File: src/rtl/dslot_fetch_seq.sv
module dslot_fetch_seq #(
  parameter int          AW          = 32,
  parameter int          INSTR_BYTES = 4,
  parameter logic [31:0] RESET_VEC   = 32'h0000_0100
) (
  input  logic          clk,
  input  logic          rst_n,
  input  logic          stall,
  input  logic          ex_is_jump,
  input  logic [AW-1:0] ex_target,
  output logic [AW-1:0] fetch_addr,
  output logic [AW-1:0] ex_pc,
  output logic          ex_valid
);

  localparam logic [AW-1:0] STEP     = AW'(INSTR_BYTES);
  localparam logic [AW-1:0] LOW_MASK = AW'(INSTR_BYTES - 1);
  localparam logic [AW-1:0] RST_PC   = AW'(RESET_VEC);

  logic [AW-1:0] fetch_q, expc_q, tgt_aligned, seq_pc, next_fetch;
  logic          exv_q, take_jump;

  assign tgt_aligned = ex_target & ~LOW_MASK;
  assign seq_pc      = fetch_q + STEP;
  assign take_jump   = exv_q & ex_is_jump;
  assign next_fetch  = take_jump ? tgt_aligned : seq_pc;

  always_ff @(posedge clk or negedge rst_n) begin
    if (!rst_n) begin
      fetch_q <= RST_PC;
      expc_q  <= '0;
      exv_q   <= 1'b0;
    end else if (!stall) begin
      fetch_q <= next_fetch;
      expc_q  <= fetch_q;
      exv_q   <= 1'b1;
    end
  end

  assign fetch_addr = fetch_q;
  assign ex_pc      = expc_q;
  assign ex_valid   = exv_q;

  p_pipe_advance_r2: assert property (@(posedge clk) disable iff (!rst_n)
    !stall |=> (ex_valid && ex_pc == $past(fetch_addr)));

  p_seq_step_r2: assert property (@(posedge clk) disable iff (!rst_n)
    (!stall && ex_valid && !ex_is_jump) |=> (fetch_addr == $past(fetch_addr) + STEP));

  p_jump_target_r3: assert property (@(posedge clk) disable iff (!rst_n)
    (!stall && ex_valid && ex_is_jump) |=> (fetch_addr == ($past(ex_target) & ~LOW_MASK)));

  p_bubble_ignore_r4: assert property (@(posedge clk) disable iff (!rst_n)
    (!stall && !ex_valid) |=> (fetch_addr == $past(fetch_addr) + STEP));

  p_stall_hold_r5: assert property (@(posedge clk) disable iff (!rst_n)
    stall |=> ($stable(fetch_addr) && $stable(ex_pc) && $stable(ex_valid)));

  p_valid_sticky_r1: assert property (@(posedge clk) disable iff (!rst_n)
    ex_valid |=> ex_valid);

endmodule

File: config.mk
export PLATFORM = sky130hd
export DESIGN_NAME = dslot_fetch_seq
export DESIGN_NICKNAME = d
export VERILOG_FILES = /design/src/rtl/dslot_fetch_seq.sv
export SDC_FILE = /design/constraint.sdc
export NUM_CORES = 1
export LEC_CHECK = 0
export BUFFER_PORTS_ARGS = -buffer_cell sky130_fd_sc_hd__buf_2
export CORE_UTILIZATION = 51
export DETAILED_ROUTE_END_ITERATION = 8
export PLACE_DENSITY = 0.84
export REMOVE_ABC_BUFFERS = 1
export SYNTH_ARGS = -nofsm -noshare
export SYNTH_HDL_FRONTEND = slang
export SYNTH_SLANG_ARGS = --single-unit
export TNS_END_PERCENT = 50
File: constraint.sdc
create_clock -name clk -period 2.36 [get_ports clk]
set_input_delay 0.472 -clock clk [delete_from_list [all_inputs] [get_ports clk]]
set_output_delay 0.472 -clock clk [all_outputs]
set_load 0.01 [all_outputs]
==> flow_metrics.tcl, run 1 <==
set metrics [dict create \
    grt_first_pass_wirelength_mm 12.5 \
    final_net_count 436 \
    slew_violations 0 \
    core_area_sq_um 5990 \
    synth_area_sq_um 3210 \
    post_cts_resized 0 \
    ys_ff_latch 61 \
    antenna_found_initial 0 \
    final.min_clock_period_ns 1.89 \
    peakVddDrop_mv 0.510 \
    numCtsBuffers 9 \
    drive_gt1_frac 0.374 \
    place.port_buffers 94 \
    r2r_slack_ns 0.47 \
    place.gp.congestion 0.756 \
    startpoint "fetch_addr[8]$_DFFE_PN1N_" \
    place_ws_ns 0.379 \
    finalWirelength_mm 8.00 \
    cp.arrival_ns 2.08 \
    hp-class "in -> async" \
    timing.rr.start "fetch_addr[8]$_DFFE_PN1N_" \
    start_util 0.536 \
    power_density_nw_per_um2 839 \
    n_fill_cell 495 \
    cp_cell_sequence "and4_1, nand4_2, o31ai_1, a211oi_2" \
    max_slew_margin 0.278 \
    max_freq_mhz 529 \
    routedWlPerCell_um 16.7 \
    yosys.cell_types.count 51 \
    setup_viol 0 \
    status "complete, no violations" \
    async_reset_ff_frac 1.00 \
    grt_pass1_vias 2713 \
    insertion_delay_ns 0.34 \
    antenna_cells 0 \
    crit_fanout 10 \
    grt_max_degree 51 \
    synth_top_flop_cell "dfrtp_1" \
    num_rows 28 \
    r2r-end "fetch_addr[21]$_DFFE_PN0N_" \
    layout_worst_path_cycle_share 0.802 \
    worstPathRequired_ns 2.55 \
    drt_iter0_drc 206 \
    worstSetupPathType "reg -> reg" \
    cp-end-kind "flop" \
    cts_setup_buffers 0 \
    yosysSeqAreaShare 0.476 \
    cp-endpoint "fetch_addr[21]$_DFFE_PN0N_" \
    cp-start-kind "flop" \
    clkTransAtPathRegs_ns 0.07 \
    cts_tree "done" \
    critical-path-slowest-cell "dfstp_2" \
    ys_warn_count 0 \
    rsz0062_at_grt "false" \
    finalHoldViolCount 0 \
    drc 0 \
    tightestPinTransition_ns 1.08 \
    clock-sinks 61 \
    slowest_delay_ns 0.60 \
    die_y_um 81.3 \
    cts_buffer_depth 2 \
    power.leakage_uw 0.00175 \
    num_vias 2933 \
    reg2reg_depth 4 \
    drtAntennaViolNets 0 \
    cts_max_level 3 \
    cts-root-buf "clkbuf_8" \
    cp.buffers_inverters 0 \
    dpl.hpwl_mm 5.35 \
    die_w_um 81.3 \
    fin_setup_tns_ns 0 \
    syn_inst 314 \
    synth_enable_flop_cells 0 \
    die_area_sq_um 6620 \
    total_power_uw 3310 \
    overflow 0 \
    crit_family "simple AND/OR/NAND/NOR gates" \
    fin_skew_ns 0.00684 \
    syn2layout_area_growth_pct 23.0 \
    viasPerCell 6.12 \
    drv_cap 0 \
    syn_area_per_cell_sq_um 10.2 \
    fin_ws_ns 0.468 \
    ctsHoldBuffers 0 \
    grt.total_usage 0.250 \
    dr.pass1.iters 5 \
    pin_count 101 \
    path_depth 4 \
]
[cells by family after synthesis]
| kind of cell | after synthesis | synth area share |
|---|---|---|
| other | 1 | 0.00117 |
| adder cells (fa/ha/maj) | 1 | 0.00390 |
| AO/OA/AOI/OAI | 82 | 0.180 |
| AND/OR/NAND/NOR | 108 | 0.184 |
| buffers and inverters | 32 | 0.0538 |
| multiplexers | 29 | 0.101 |
| flip-flops | 61 | 0.476 |
[flip-flops by register name (all words and copies together), names as in the netlist]
register and count:
fetch_addr 30, ex_valid 1, ex_pc 30
[worst min-delay path by stage]
stage | depth (start not counted) | slack, ns | to
2_1_floorplan | 0 | 0.18 | ex_pc[10]$_DFFE_PN0N_
3_3_place_gp | 1 | 0.46 | ex_pc[27]$_DFFE_PN0N_
3_5_place_dp | 1 | 0.48 | ex_pc[27]$_DFFE_PN0N_
4_1_cts | 1 | 0.16 | fetch_addr[21]$_DFFE_PN0N_
5_1_grt | 1 | 0.18 | fetch_addr[21]$_DFFE_PN0N_
6_report | 1 | 0.15 | ex_pc[3]$_DFFE_PN0N_
[layout by cell type (no fill, tap or decap), drive strengths merged, types with 2 or more instances in the layout]
cell type / synthesis / final
buf: 22 / 102
dfrtp: 60 / 60
mux2: 28 / 28
nor2: 22 / 22
a21oi: 22 / 22
nand2: 17 / 17
clkbuf: 9 / 13
nand3: 12 / 12
nor3: 12 / 12
and3: 12 / 12
o22a: 10 / 10
nand4: 9 / 9
and4: 8 / 8
o21ai: 7 / 7
a311oi: 6 / 6
a31oi: 6 / 6
and2: 5 / 5
o211ai: 5 / 5
a211oi: 5 / 5
conb: 1 / 4
a21o: 3 / 3
or3: 3 / 3
nand2b: 3 / 3
bufinv: 0 / 3
o311ai: 2 / 2
a41oi: 2 / 2
o31a: 2 / 2
o31ai: 2 / 2
o22ai: 2 / 2
a22oi: 2 / 2
[where the power goes]
part	switching [uW]	internal (uW)
clock	400	789
combinational	373	342
sequential	182	1230
total	955	2360
[metal layers]
metal  up-vias  global-route usage  share of wire
met3        13              0.0708          0.073
li1       1352                   -              -
met4         0               0.100          0.013
met2       133               0.391           0.46
met5         -                   0              0
met1      1435               0.324           0.45
[through the flow]
stage               hold slack (ns)  cells  area, sq um   util
floorplan                     0.176    286         3050      -
global placement              0.460    463         3690  0.616
detailed placement            0.484    463         3690  0.616
CTS                           0.156    479         3950  0.659
global route                  0.185    479         3950  0.659
finish                        0.148    479         3950  0.659
[cell usage after synthesis (all sizes together) (3+ instances only)]
| master | instances | area (sq um) |
|---|---|---|
| a211oi | 5 | 47.5 |
| a21o | 3 | 22.5 |
| a21oi | 22 | 110 |
| a311oi | 6 | 52.6 |
| a31oi | 6 | 37.5 |
| and2 | 5 | 31.3 |
| and3 | 12 | 80.1 |
| and4 | 8 | 72.6 |
| buf | 22 | 135 |
| clkbuf | 9 | 33.8 |
| dfrtp | 60 | 1500 |
| mux2 | 28 | 315 |
| nand2 | 17 | 63.8 |
| nand2b | 3 | 18.8 |
| nand3 | 12 | 60.1 |
| nand4 | 9 | 62.6 |
| nor2 | 22 | 82.6 |
| nor3 | 12 | 60.1 |
| o211ai | 5 | 37.5 |
| o21ai | 7 | 35.0 |
| o22a | 10 | 87.6 |
| or3 | 3 | 18.8 |
[cell type report]
class                      count  area (sq um)  area share
sequential                    61          1530       0.387
multi-input combinational    224          1520       0.385
timing repair buffer         102           543       0.138
clock buffer                  13           169      0.0428
tap                           75          93.8      0.0238
clock inverter                 3          90.1      0.0228
inverter                       1          3.75    0.000951
[worst register-to-register path, cell delays in order, from the launching register on]
cell and delay [ns]:
dfstp_2 0.60, and4_1 0.42, nand4_2 0.27, o31ai_1 0.35, a211oi_2 0.11
No activity file was read; power rests on OpenSTA's default activity.
==> run 2: changes to the inputs <==
Clock period 2.36 ns to 1.94 ns, I/O delays scaled along.
==> flow_metrics.tcl, run 2 (synthesis results as in run 1) <==
set metrics [dict create \
    finalWirelength_mm 8.05 \
    final_net_count 443 \
    pin_count 101 \
    setup_viol 0 \
    timing.rr.start "fetch_addr[3]$_DFFE_PN0N_" \
    fin_setup_tns_ns 0 \
    overflow 0 \
    cts-root-buf "clkbuf_8" \
    power_density_nw_per_um2 925 \
    viasPerCell 5.93 \
    fin_skew_ns 0.00966 \
    finalHoldViolCount 0 \
    worstPathRequired_ns 2.17 \
    grt_first_pass_wirelength_mm 13.0 \
    num_rows 28 \
    worstSetupPathType "reg -> reg" \
    final_cell_mix "buf_2 (94), dfrtp_1 (60), mux2_2 (28)" \
    slowest_delay_ns 0.39 \
    numCtsBuffers 9 \
    ctsHoldBuffers 0 \
    grt_max_degree 51 \
    reg2reg_depth 5 \
    crit_family "simple AND/OR/NAND/NOR gates" \
    hp-class "in -> async" \
    cp-start-kind "flop" \
    grt_pass1_vias 2666 \
    drive_gt1_frac 0.380 \
    gr-max-usage-layer "met2" \
    status "complete, no violations" \
    die_y_um 81.3 \
    core_area_sq_um 5990 \
    drtAntennaViolNets 0 \
    utilization 0.656 \
    drv_cap 0 \
    layout_worst_path_cycle_share 0.926 \
    fin_area_sq_um 3930 \
    slew_violations 0 \
    crit_fanout 6 \
    placed_cell_area_sq_um 3750 \
    critical-path-slowest-cell "o41ai_1" \
    max_freq_mhz 557 \
    dpl.hpwl_mm 5.48 \
    cp.arrival_ns 2.02 \
    antenna_found_initial 0 \
    cts_tree "done" \
    die_area_sq_um 6620 \
    routedWlPerCell_um 16.6 \
    fin_hold_ws_ns 0.0222 \
    place.port_buffers 94 \
    drc 0 \
    syn2layout_area_growth_pct 22.3 \
    r2r-end "fetch_addr[20]$_DFFE_PN0N_" \
    power.leakage_uw 0.00175 \
    antenna_cells 0 \
    drt_iter0_drc 206 \
    rsz0062_at_grt "false" \
    grt.total_usage 0.264 \
    met1_usage 0.339 \
    cp.buffers_inverters 0 \
    die_w_um 81.3 \
    cp_cell_sequence "ha_1, and4_1, nand3_1, o41ai_1, nor2_1" \
    use_met2 0.416 \
    num_vias 2881 \
    peakVddDrop_mv 0.582 \
    start_util 0.536 \
    place.gp.congestion 0.831 \
    clock-sinks 61 \
    dr.pass1.iters 4 \
    cp-end-kind "flop" \
    final.min_clock_period_ns 1.80 \
    grt_use_met3 0.0618 \
    cts_max_level 3 \
    post_cts_resized 0 \
    total_power_uw 3630 \
    r2r_slack_ns 0.14 \
    layout_commonest_cell "buf_2" \
    insertion_delay_ns 0.35 \
    cts_setup_buffers 0 \
    clkTransAtPathRegs_ns 0.07 \
    cts_buffer_depth 2 \
]
[run 2: cell types whose count changed in the layout (fill, tap and decap cells not counted), sizes merged]
cell,before,now
buf,102,109
clkbuf,13,14
bufinv,3,0
clkinv,0,2
[run 2: worst max-delay path by stage]
stage                                   start                         end  slack (ns)  cells after the start
floorplan                ex_valid$_DFFE_PN0N_  fetch_addr[21]$_DFFE_PN0N_        0.09                      4
global placement    fetch_addr[2]$_DFFE_PN0N_  fetch_addr[20]$_DFFE_PN0N_        0.29                      5
detailed placement  fetch_addr[2]$_DFFE_PN0N_  fetch_addr[20]$_DFFE_PN0N_        0.20                      5
CTS                 fetch_addr[3]$_DFFE_PN0N_  fetch_addr[20]$_DFFE_PN0N_        0.18                      5
global route        fetch_addr[2]$_DFFE_PN0N_  fetch_addr[20]$_DFFE_PN0N_        0.09                      5
finish              fetch_addr[3]$_DFFE_PN0N_  fetch_addr[20]$_DFFE_PN0N_        0.14                      5
[run 2: report_power, final]
part           internal (uW)  total [uW]  switching, uW
Combinational            439         915            476
Clock                    531        1020            493
Sequential              1490        1700            203
[run 2: area by class of cell]
class	instances	area (sq um)
tap	75	93.8
timing repair buffer	109	608
clock buffer	14	163
sequential	61	1530
inverter	1	3.75
fill	478	2060
multi-input combinational	224	1520
clock inverter	2	10.0
[run 2: per-layer routing]
layer | part of all wire | vias to the layer above
li1 | - | 1362
met1 | 0.43 | 1380
met4 | 0.019 | 0
met2 | 0.47 | 126
met3 | 0.073 | 13
met5 | 0 | -
[run 2: through the flow]
stage,std cells,setup WS [ns]
after floorplan,286,0.0886
after global placement,470,0.286
after detailed placement,470,0.203
after CTS,486,0.178
after global routing,486,0.0919
final,486,0.144
